===== src/rtl/rxq_pkg.sv =====
package rxq_pkg;
   typedef enum logic [1:0] {
      KIND_CHAR  = 2'd0,
      KIND_MODEM = 2'd1,
      KIND_DIAG  = 2'd2,
      KIND_DIAG2 = 2'd3
   } rxq_kind_e;

   typedef struct packed {
      logic       valid;
      logic [2:0] err;
      logic [3:0] chan;
      logic [7:0] body;
   } rxq_word_t;

   localparam logic [2:0] ERR_SPECIAL = 3'b111;
endpackage


===== src/rtl/rxq_pack.sv =====
module rxq_pack
   import rxq_pkg::*;
#(
   parameter int NCH = 16
) (
   input  logic       clk,
   input  logic       rst_n,
   input  logic       wr_en,
   input  logic [1:0] wr_kind,
   input  logic [3:0] wr_chan,
   input  logic [2:0] wr_err,
   input  logic [7:0] wr_data,
   input  logic       full,
   output rxq_word_t  word
);
   logic [NCH-1:0] pend_q;
   logic           pend_hit;
   logic [2:0]     err_raw;

   always_comb begin
      pend_hit = 1'b0;
      for (int i = 0; i < NCH; i++)
         if (wr_chan == 4'(i)) pend_hit = pend_q[i];
   end

   always_comb begin
      err_raw    = {wr_err[2] | pend_hit, wr_err[1:0]};
      word.valid = 1'b1;
      word.chan  = wr_chan;
      unique case (rxq_kind_e'(wr_kind))
         KIND_CHAR: begin
            word.err  = (err_raw == ERR_SPECIAL) ? 3'b110 : err_raw;
            word.body = wr_data;
         end
         KIND_MODEM: begin
            word.err  = ERR_SPECIAL;
            word.body = {wr_data[6:0], 1'b0};
         end
         default: begin
            word.err  = ERR_SPECIAL;
            word.body = {wr_data[6:0], 1'b1};
         end
      endcase
   end

   always_ff @(posedge clk or negedge rst_n) begin
      if (!rst_n) pend_q <= '0;
      else if (wr_en) begin
         for (int i = 0; i < NCH; i++) begin
            if (wr_chan == 4'(i)) begin
               if (full) pend_q[i] <= 1'b1;
               else if (wr_kind == KIND_CHAR) pend_q[i] <= 1'b0;
            end
         end
      end
   end

   // a character never takes the reserved error pattern
   assert_char_not_special_R4: assert property (@(posedge clk) disable iff (!rst_n)
      (wr_en && wr_kind == KIND_CHAR) |-> (word.err != ERR_SPECIAL));
endmodule


===== src/rtl/rxq_store.sv =====
module rxq_store
   import rxq_pkg::*;
#(
   parameter int DEPTH = 64,
   localparam int AW = (DEPTH > 1) ? $clog2(DEPTH) : 1,
   localparam int CW = $clog2(DEPTH + 1)
) (
   input  logic          clk,
   input  logic          rst_n,
   input  logic          wr_en,
   input  rxq_word_t     wr_word,
   input  logic          rd_en,
   output logic [15:0]   rd_entry,
   output logic [CW-1:0] count,
   output logic          full
);
   rxq_word_t     mem [DEPTH];
   logic [AW-1:0] wp_q, rp_q, wp_nx, rp_nx;
   logic          do_wr, do_rd, empty;

   assign empty = (count == '0);
   assign full  = (count == CW'(DEPTH));
   assign do_wr = wr_en && !full;
   assign do_rd = rd_en && !empty;

   generate
      if ((DEPTH & (DEPTH - 1)) == 0) begin : g_pow2
         assign wp_nx = wp_q + 1'b1;
         assign rp_nx = rp_q + 1'b1;
      end else begin : g_wrap
         assign wp_nx = (wp_q == AW'(DEPTH - 1)) ? '0 : wp_q + 1'b1;
         assign rp_nx = (rp_q == AW'(DEPTH - 1)) ? '0 : rp_q + 1'b1;
      end
   endgenerate

   always_ff @(posedge clk) begin
      if (do_wr) mem[wp_q] <= wr_word;
   end

   always_ff @(posedge clk or negedge rst_n) begin
      if (!rst_n) begin
         wp_q  <= '0;
         rp_q  <= '0;
         count <= '0;
      end else begin
         if (do_wr) wp_q <= wp_nx;
         if (do_rd) rp_q <= rp_nx;
         if (do_wr && !do_rd)      count <= count + 1'b1;
         else if (do_rd && !do_wr) count <= count - 1'b1;
      end
   end

   assign rd_entry = empty ? 16'h0000 : mem[rp_q];

   assert_no_overflow_R8: assert property (@(posedge clk) disable iff (!rst_n)
      count <= CW'(DEPTH));
   assert_full_drop_R8: assert property (@(posedge clk) disable iff (!rst_n)
      (wr_en && full && !rd_en) |=> (count == CW'(DEPTH)));
   assert_empty_invalid_R5: assert property (@(posedge clk) disable iff (!rst_n)
      empty |-> (rd_entry[15] == 1'b0));
endmodule


===== src/rtl/rxq_notify.sv =====
module rxq_notify #(
   parameter int DEPTH = 64,
   localparam int CW = $clog2(DEPTH + 1),
   localparam int HALF_T = DEPTH / 2,
   localparam int TQ_T = (3 * DEPTH) / 4
) (
   input  logic          clk,
   input  logic          rst_n,
   input  logic [CW-1:0] count,
   input  logic          irq_en,
   output logic          data_avail,
   output logic          half_full,
   output logic          three_q_full,
   output logic          rx_irq
);
   logic cond, cond_q;

   assign data_avail   = (count != '0);
   assign half_full    = (count >= CW'(HALF_T));
   assign three_q_full = (count >= CW'(TQ_T));
   assign cond         = irq_en && data_avail;

   always_ff @(posedge clk or negedge rst_n) begin
      if (!rst_n) cond_q <= 1'b0;
      else        cond_q <= cond;
   end

   assign rx_irq = cond && !cond_q;

   assert_irq_pulse_R10: assert property (@(posedge clk) disable iff (!rst_n)
      (rx_irq && irq_en && data_avail) |=> !rx_irq || !$past(irq_en) || !irq_en);
   assert_irq_qualified_R11: assert property (@(posedge clk) disable iff (!rst_n)
      rx_irq |-> (irq_en && data_avail));
   assert_level_order_R7: assert property (@(posedge clk) disable iff (!rst_n)
      three_q_full |-> half_full);
endmodule


===== src/rtl/rx_tag_queue.sv =====
module rx_tag_queue
   import rxq_pkg::*;
#(
   parameter int DEPTH = 64,
   parameter int NCH   = 16,
   localparam int CW = $clog2(DEPTH + 1)
) (
   input  logic        clk,
   input  logic        rst_n,
   input  logic        wr_en,
   input  logic [1:0]  wr_kind,
   input  logic [3:0]  wr_chan,
   input  logic [2:0]  wr_err,
   input  logic [7:0]  wr_data,
   input  logic        rd_en,
   output logic [15:0] rd_entry,
   input  logic        irq_en,
   output logic        rx_irq,
   output logic        data_avail,
   output logic        half_full,
   output logic        three_q_full
);
   initial begin
      assert (DEPTH >= 4) else $error("DEPTH must be at least 4");
      assert (NCH >= 1 && NCH <= 16) else $error("NCH must be 1..16");
   end

   rxq_word_t     word;
   logic          full;
   logic [CW-1:0] count;

   rxq_pack #(.NCH(NCH)) u_pack (
      .clk(clk), .rst_n(rst_n), .wr_en(wr_en), .wr_kind(wr_kind),
      .wr_chan(wr_chan), .wr_err(wr_err), .wr_data(wr_data),
      .full(full), .word(word));

   rxq_store #(.DEPTH(DEPTH)) u_store (
      .clk(clk), .rst_n(rst_n), .wr_en(wr_en), .wr_word(word),
      .rd_en(rd_en), .rd_entry(rd_entry), .count(count), .full(full));

   rxq_notify #(.DEPTH(DEPTH)) u_notify (
      .clk(clk), .rst_n(rst_n), .count(count), .irq_en(irq_en),
      .data_avail(data_avail), .half_full(half_full),
      .three_q_full(three_q_full), .rx_irq(rx_irq));

   assert_avail_tracks_R6: assert property (@(posedge clk) disable iff (!rst_n)
      data_avail == rd_entry[15]);
endmodule


===== config.mk =====
export PLATFORM = sky130hd
export DESIGN_NAME = rx_tag_queue
export DESIGN_NICKNAME = d
export VERILOG_FILES = /design/src/rtl/rxq_pkg.sv /design/src/rtl/rxq_pack.sv /design/src/rtl/rxq_store.sv /design/src/rtl/rxq_notify.sv /design/src/rtl/rx_tag_queue.sv
export SDC_FILE = /design/constraint.sdc
export NUM_CORES = 1
export LEC_CHECK = 0
export ABC_AREA = 1
export BUFFER_PORTS_ARGS = -buffer_cell sky130_fd_sc_hd__buf_2
export CAP_MARGIN = 20
export CORE_ASPECT_RATIO = 2
export CORE_UTILIZATION = 50
export CTS_CLUSTER_DIAMETER = 200
export DETAILED_ROUTE_END_ITERATION = 16
export GPL_TIMING_DRIVEN = 0
export PLACE_DENSITY = 0.77
export SYNTH_ARGS = -nofsm -noshare
export SYNTH_HDL_FRONTEND = slang
export SYNTH_SLANG_ARGS = --single-unit

===== constraint.sdc =====
create_clock -name clk -period 3.2 [get_ports clk]
set_input_delay 0.16 -clock clk [delete_from_list [all_inputs] [get_ports clk]]
set_output_delay 0.16 -clock clk [all_outputs]
set_load 0.02 [all_outputs]

## Word level (Yosys, flattened, before mapping)

Memories as Yosys holds them, arrays and structs flattened.
Cells that the tools add are included.
Widths: inputs -> output; s select.

- Add/subtract/negate cells: 4
- Multipliers: 0
- Divide/modulo/power cells: 0
- Magnitude comparators: 2
- Eq/ne operators: 18
- Shifts and indexed selects: 0
- Mux-type cells: 26
- Bitwise gates (word level): 1
- Reductions and logical operators: 33

Operators with widths:

| operator | count |
|---|---|
| $reduce_and 3->1 | 16 |
| $eq 4x4->1 const B | 8 |
| $mux 1 | 20 |
| $eq 4x3->1 const B | 4 |
| $mux 16 | 1 |
| $pmux 8 s2 | 1 |
| $ge 7x6->1 const B | 2 |
| $mux 7 | 2 |
| $add 6x1->6 const B | 2 |
| $eq 4x2->1 const B | 2 |
| $add 7x1->7 const B | 1 |
| $eq 7x7->1 const B | 1 |
| $logic_not 7->1 | 1 |
| $reduce_bool 7->1 | 1 |
| $sub 7x1->7 const B | 1 |
| $logic_and 1x1->1 | 6 |
| $mux 3 | 2 |
| $logic_not 1->1 | 5 |
| $eq 4x1->1 const B | 1 |
| $logic_not 4->1 | 1 |
| $reduce_bool 2->1 | 2 |
| $eq 3x3->1 const B | 1 |
| $eq 2x1->1 const B | 1 |
| $logic_not 2->1 | 1 |
| $or 1x1->1 | 1 |

- Flip-flop bits (word level): 36
- Latch bits: 0
- Memory bits (writable): 960
- Memory bits (read-only): 0
- Input port bits: 22
- Output and inout bits: 20
- Memories kept: 1

Memory list:

| name | depth | bits a word | rd ports | clocked after Yosys merged registers in | wr ports | RTL line | source |
|---|---|---|---|---|---|---|---|
| u_store.mem | 64 | 15 | 1 | 0 | 1 | rxq_store.sv:17 | `rxq_word_t mem [DEPTH];` |

## Depth between registers and ports, before layout

- Depth in word-level cells: 21
- Gate-level depth with buffers: 18

## Cells and area by module

Synthesis repeated with hierarchy kept, for this count alone.

- Cells, all modules: 4,215
- Area, all modules: 45,010.7 um2

By module, submodules not included:

| module | times used | cells each | area an instance (um2) | sequential area each (um2) |
|---|---|---|---|---|
| rxq_store | 1 | 4,044 | 43,865.8 | 31,224.9 |
| rxq_pack | 1 | 156 | 1,056.0 | 400.4 |
| rxq_notify | 1 | 15 | 88.8 | 25.0 |

## Least setup slack after synthesis

OpenSTA, ideal clock, no wires.

- Kind: input to register
- Start: input wr_kind[1]
- End: memory u_store.mem[0][1] (netlist bit), data pin
- Data arrival time: 2,935 ps
- Slack: -437 ps
- Stages on the path: 3
- Path through: nor2_1 > clkbuf_1 > o21ai_0

RTL lines:

| element | RTL line | source |
|---|---|---|
| start, declared | rx_tag_queue.sv:11 | `input logic [1:0] wr_kind,` |
| end, declared | rxq_store.sv:17 |  |

## Worst setup path after layout

- Start: register u_store.rp_q[0]
- End: output rd_entry[4]

- Cells in the longest elaborated chain, start to end: 2

Ends and longest elaborated chain:

| element | RTL line | source |
|---|---|---|
| start, declared | rxq_store.sv:18 | `logic [AW-1:0] wp_q, rp_q, wp_nx, rp_nx;` |
| start signal, assigned | rxq_store.sv:47 | `if (do_rd) rp_q <= rp_nx;` |
| $mem_v2 64x15 | n/a |  |
| $mux 16 | rxq_store.sv:53 | `assign rd_entry = empty ? 16'h0000 : mem[rp_q];` |
| end, declared | rx_tag_queue.sv:16 | `output logic [15:0] rd_entry,` |

No other way between the ends.

==> flow_summary.html <==
<table>
<tr><th>Metric</th><th>Value</th></tr>
<tr><th colspan="2">Outcome</th></tr>
<tr><td>Result of the run</td><td>finished with violations</td></tr>
<tr><td>Violated checks</td><td>max-capacitance violations, max-slew violations, negative setup slack</td></tr>
<tr><th colspan="2">Timing</th></tr>
<tr><td>Max-Slew Margin vs Limit</td><td>-9.02%</td></tr>
<tr><td>Setup repair after global routing missed its margin</td><td>true</td></tr>
<tr><td>Maximum achievable frequency</td><td>0.282 GHz</td></tr>
<tr><td>Number of pins with negative max-slew slack in the final report</td><td>16</td></tr>
<tr><td>Least-Margin Pin Slew</td><td>1.64 ns</td></tr>
<tr><td>Fin crit period</td><td>3.55 ns</td></tr>
<tr><td>PnR worst setup slack</td><td>-0.350 ns</td></tr>
<tr><td>Setup TNS</td><td>-3.25 ns</td></tr>
<tr><td>Final setup violation count</td><td>15</td></tr>
<tr><td>Period Utilization, post-route</td><td>111%</td></tr>
<tr><td>Clock skew after layout</td><td>0.0239 ns</td></tr>
<tr><td>Number of hold violations in the final report</td><td>0</td></tr>
<tr><th colspan="2">Clock network</th></tr>
<tr><td>Worst-path clk slew</td><td>0.07 ns</td></tr>
<tr><td>TritonCTS clock tree</td><td>yes</td></tr>
<tr><td>Latest clock arrival within the worst-skew pair</td><td>0.66 ns</td></tr>
<tr><td># H-tree levels</td><td>3</td></tr>
<tr><td>CTS buffer count</td><td>78</td></tr>
<tr><td>Number of sinks driven by the clock tree</td><td>996</td></tr>
<tr><td>CTS Buffer Depth</td><td>3</td></tr>
<tr><td>CTS Root Buffer Type</td><td>sky130_fd_sc_hd__clkbuf_16</td></tr>
<tr><th colspan="2">Setup path</th></tr>
<tr><td>Highest-delay cell along the critical path</td><td>sky130_fd_sc_hd__o221ai_2</td></tr>
<tr><td>Cell-by-cell listing of the critical path</td><td>buf_6 &gt; buf_12 &gt; clkbuf_4 &gt; o21ai_0 &gt; o221ai_2 &gt; nand3_1 &gt; nand3_1 &gt; nand3_1 &gt; a21oi_4 &gt; buf_6</td></tr>
<tr><td>Most repeated library cell on the critical path</td><td>sky130_fd_sc_hd__nand3_1</td></tr>
<tr><td>Cell count of the worst reg-to-reg path</td><td>9</td></tr>
<tr><td>Critical path launch point</td><td>u_store.rp_q[0]</td></tr>
<tr><td>Endpoint of the worst register-to-register path</td><td>u_store.mem[53][2]</td></tr>
<tr><td>R2R Path Start</td><td>u_store.count[2]</td></tr>
<tr><td>Type of destination of the critical path</td><td>output pin</td></tr>
<tr><td>Slack of the worst reg-to-reg path</td><td>0.01 ns</td></tr>
<tr><td>Data required time at the worst endpoint</td><td>3.04 ns</td></tr>
<tr><td>Setup crit end</td><td>rd_entry[4]</td></tr>
<tr><td>Startpoint types</td><td>flip-flop</td></tr>
<tr><td>Largest stage delay on the critical path</td><td>0.50 ns</td></tr>
<tr><td>CP Data Arrival Time</td><td>3.39 ns</td></tr>
<tr><td>Critical path class</td><td>flip-flop to output pin</td></tr>
<tr><td>Critical path peak fanout</td><td>10</td></tr>
<tr><th colspan="2">Detailed routing</th></tr>
<tr><td>Number of remaining DRC errors</td><td>0</td></tr>
<tr><td>Post-DR vias/cell</td><td>6.71</td></tr>
<tr><td>Drt first-iter violations</td><td>4526</td></tr>
<tr><td>Antenna Violating Nets Remaining</td><td>0</td></tr>
<tr><td>Detailed Routing Iterations Pass 1</td><td>6</td></tr>
<tr><td>Final WL</td><td>154000 um</td></tr>
<tr><td>Total via count after detailed routing</td><td>29400</td></tr>
<tr><td>Average wire per standard cell</td><td>35.2 um</td></tr>
<tr><th colspan="2">Finish</th></tr>
<tr><td>Synth-to-layout area growth</td><td>23.1%</td></tr>
<tr><td>Share of layout cells above drive strength 1</td><td>23.3%</td></tr>
<tr><td>Non-Filler Cell Area, Final</td><td>0.0487 sq mm</td></tr>
<tr><td>NumNets Final</td><td>3315</td></tr>
<tr><th colspan="2">GRT</th></tr>
<tr><td>GR Overflow Total</td><td>0</td></tr>
<tr><td>Number of global-route vias before repair</td><td>28400</td></tr>
<tr><td>Antenna violations before repair</td><td>8</td></tr>
<tr><td>Global-route wire length before repair</td><td>207000 um</td></tr>
<tr><td>Total GRT Usage</td><td>37.7%</td></tr>
<tr><td>Maximum number of pins on one net before global-route repair</td><td>70</td></tr>
<tr><th colspan="2">Synth</th></tr>
<tr><td>Synth area leader</td><td>sky130_fd_sc_hd__edfxtp_1</td></tr>
<tr><td>Most used flip-flop cell after synthesis</td><td>sky130_fd_sc_hd__edfxtp_1</td></tr>
<tr><td>Post-synth design cell area</td><td>0.0395 sq mm</td></tr>
<tr><td>Number of distinct library cells after synthesis</td><td>32</td></tr>
<tr><td>Share of Yosys cell area claimed by the top area cell type</td><td>72.9%</td></tr>
<tr><td>Post-synthesis instance total</td><td>3020</td></tr>
<tr><td>Post-synth EDFFs</td><td>960</td></tr>
<tr><td>Number of warning messages in the yosys log</td><td>0</td></tr>
<tr><td>Cell with the most instances after synthesis</td><td>sky130_fd_sc_hd__edfxtp_1</td></tr>
<tr><td>Mean Syn Cell Area</td><td>13.1 sq um</td></tr>
<tr><td>Post-Synthesis Net Count</td><td>3051</td></tr>
<tr><td>Flop and latch count out of synthesis</td><td>996</td></tr>
<tr><td>Synth top area cells</td><td>sky130_fd_sc_hd__edfxtp_1 (73%), sky130_fd_sc_hd__o21ai_0 (6.4%), sky130_fd_sc_hd__nor2_1 (5.5%)</td></tr>
<tr><td>Proportion of synthesized flip-flops having asynchronous set or reset</td><td>3.61%</td></tr>
<tr><td>Sequential fraction of the synthesis area</td><td>75.2%</td></tr>
<tr><td>Most numerous cell types in the synthesized netlist</td><td>sky130_fd_sc_hd__edfxtp_1 (960), sky130_fd_sc_hd__nor2_1 (579), sky130_fd_sc_hd__o21ai_0 (504)</td></tr>
<tr><th colspan="2">Place</th></tr>
<tr><td>Count of buffers from port buffering</td><td>41</td></tr>
<tr><td>DP HPWL</td><td>102000 um</td></tr>
<tr><td>Setup Slack @ Placement</td><td>-0.768 ns</td></tr>
<tr><td>Placed inst area</td><td>0.0426 sq mm</td></tr>
<tr><td>Weighted congestion at the end of routability-driven global placement</td><td>1.03</td></tr>
<tr><th colspan="2">Run</th></tr>
<tr><td>Number of max-capacitance violations reported</td><td>1</td></tr>
<tr><th colspan="2">Floorplanning</th></tr>
<tr><td>Boundary Pins</td><td>42</td></tr>
<tr><td>Number of cell rows</td><td>145</td></tr>
<tr><td>Initial cell density of the core</td><td>50.6%</td></tr>
<tr><td>Width of the die</td><td>201 um</td></tr>
<tr><td>Die height</td><td>400 um</td></tr>
<tr><td>Die ar.</td><td>0.0803 sq mm</td></tr>
<tr><td>Area inside the core boundary</td><td>0.0782 sq mm</td></tr>
<tr><th colspan="2">Pwr</th></tr>
<tr><td>Pwr Total</td><td>46.8 mW</td></tr>
<tr><td>Worst IR drop on VDD</td><td>0.000949 V</td></tr>
<tr><td>Leakage power total</td><td>15.8 nW</td></tr>
<tr><td>Power Dens Cells</td><td>962 mW/mm^2</td></tr>
<tr><th colspan="2">Worst hold path</th></tr>
<tr><td>Hold crit path type</td><td>primary input to flip-flop</td></tr>
</table>
sequential cells by signal, summed over array words and instances (netlist names):
| register | cells |
|---|---|
| u_store.wp_q | 6 |
| u_notify.cond_q | 1 |
| u_store.count | 7 |
| u_store.mem | 960 |
| u_store.rp_q | 6 |
| u_pack.pend_q | 16 |
kinds of logic after synthesis:
group,after synthesis,synth area share [%]
buffers and inverters,255,2.70
AND/OR/NAND/NOR,925,9.56
adder cells (fa/ha/maj),9,0.304
XOR/XNOR,11,0.244
flip-flops,996,75.2
AO/OA/AOI/OAI,824,12.0
power by group:
group	switching (mW)	total [mW]	internal [mW]
sequential	0.275	15.2	14.9
combinational	15.2	22.1	6.96
clock	4.64	9.50	4.87
total	20.1	46.8	26.7
through the flow:
step	instances	util, %	hold WS [ns]
after CTS	4342	60.9	0.0592
after floorplan	3020	-	-0.136
after detailed placement	4165	54.5	0.359
after global placement	4090	52.5	0.360
after global routing	4377	62.2	0.0906
final	4378	62.2	0.0924
layout by cell type (no fill, tap or decap), types with 10 or more instances in the layout:
cell type                    count
sky130_fd_sc_hd__edfxtp_1      960
sky130_fd_sc_hd__nor2_1        498
sky130_fd_sc_hd__o21ai_0       464
sky130_fd_sc_hd__nand2_1       166
sky130_fd_sc_hd__o22ai_1        98
sky130_fd_sc_hd__clkbuf_16      87
sky130_fd_sc_hd__buf_4          65
sky130_fd_sc_hd__nor2_2         60
sky130_fd_sc_hd__buf_8          58
sky130_fd_sc_hd__clkbuf_2       55
sky130_fd_sc_hd__nand3_1        51
sky130_fd_sc_hd__nand3_2        50
sky130_fd_sc_hd__clkbuf_1       42
sky130_fd_sc_hd__o221ai_2       41
sky130_fd_sc_hd__nand4_1        41
sky130_fd_sc_hd__o221ai_1       40
sky130_fd_sc_hd__o22ai_2        39
sky130_fd_sc_hd__inv_1          38
sky130_fd_sc_hd__buf_12         35
sky130_fd_sc_hd__a21oi_1        34
sky130_fd_sc_hd__buf_6          32
sky130_fd_sc_hd__dfrtp_1        32
sky130_fd_sc_hd__clkbuf_4       31
sky130_fd_sc_hd__o21ai_1        30
sky130_fd_sc_hd__buf_2          28
sky130_fd_sc_hd__clkbuf_8       23
sky130_fd_sc_hd__nor2_4         21
sky130_fd_sc_hd__o211ai_1       21
sky130_fd_sc_hd__buf_16         20
sky130_fd_sc_hd__o221ai_4       18
sky130_fd_sc_hd__nand3_4        15
sky130_fd_sc_hd__clkinv_1       14
sky130_fd_sc_hd__a21oi_4        13
sky130_fd_sc_hd__nand2_2        10
sky130_fd_sc_hd__xor2_1         10
sky130_fd_sc_hd__clkinvlp_4     10
how the worst min path moves through the flow:
| stage | start | end | slack [ns] | cells after the start |
|---|---|---|---|---|
| after floorplan | rst_n | u_notify.cond_q | -0.14 | 0 |
| after global placement | rst_n | u_notify.cond_q | 0.36 | 1 |
| after detailed placement | rst_n | u_notify.cond_q | 0.36 | 1 |
| after CTS | wr_kind[1] | u_store.mem[20][0] | 0.06 | 2 |
| after global routing | wr_kind[1] | u_store.mem[9][0] | 0.09 | 2 |
| final | wr_kind[1] | u_store.mem[21][0] | 0.09 | 2 |
area by class of cell:
cell class / count / area (sq um)
clock inverter: 40 / 303
buffer: 203 / 1840
timing repair buffer: 183 / 2410
fill: 5482 / 29500
antenna: 2 / 5.00
sequential: 996 / 29700
clock buffer: 103 / 2110
tap: 1029 / 1290
multi-input combinational: 1774 / 10800
inverter: 48 / 200
timing repair:
item | in CTS | in global routing
setup buffers | 26 | 31
pin swaps | 86 | 97
hold endpoints to repair | 54 | 0
cloned | 4 | 7
hold buffers | 5 | 0
endpoints found under the setup margin | 514 | 262
gates resized for setup | 564 | 193
layer usage:
| layer | up-vias | track usage (%) | part of all wire [%] |
|---|---|---|---|
| met5 | - | 0 | 0.050 |
| met2 | 2485 | 63.3 | 48 |
| met1 | 14200 | 37.6 | 28 |
| met3 | 812 | 10.4 | 11 |
| li1 | 11900 | - | - |
| met4 | 10 | 36.2 | 12 |
critical path, delay by kind of cell (launching register included):
kind,cells,cell delay (ns)
and+or+nand+nor,3,0.54
AOI/OAI and AO/OA,3,0.97
buffers and inverters,4,0.74
DFF,1,0.46
No activity file was read; power rests on OpenSTA's default activity.
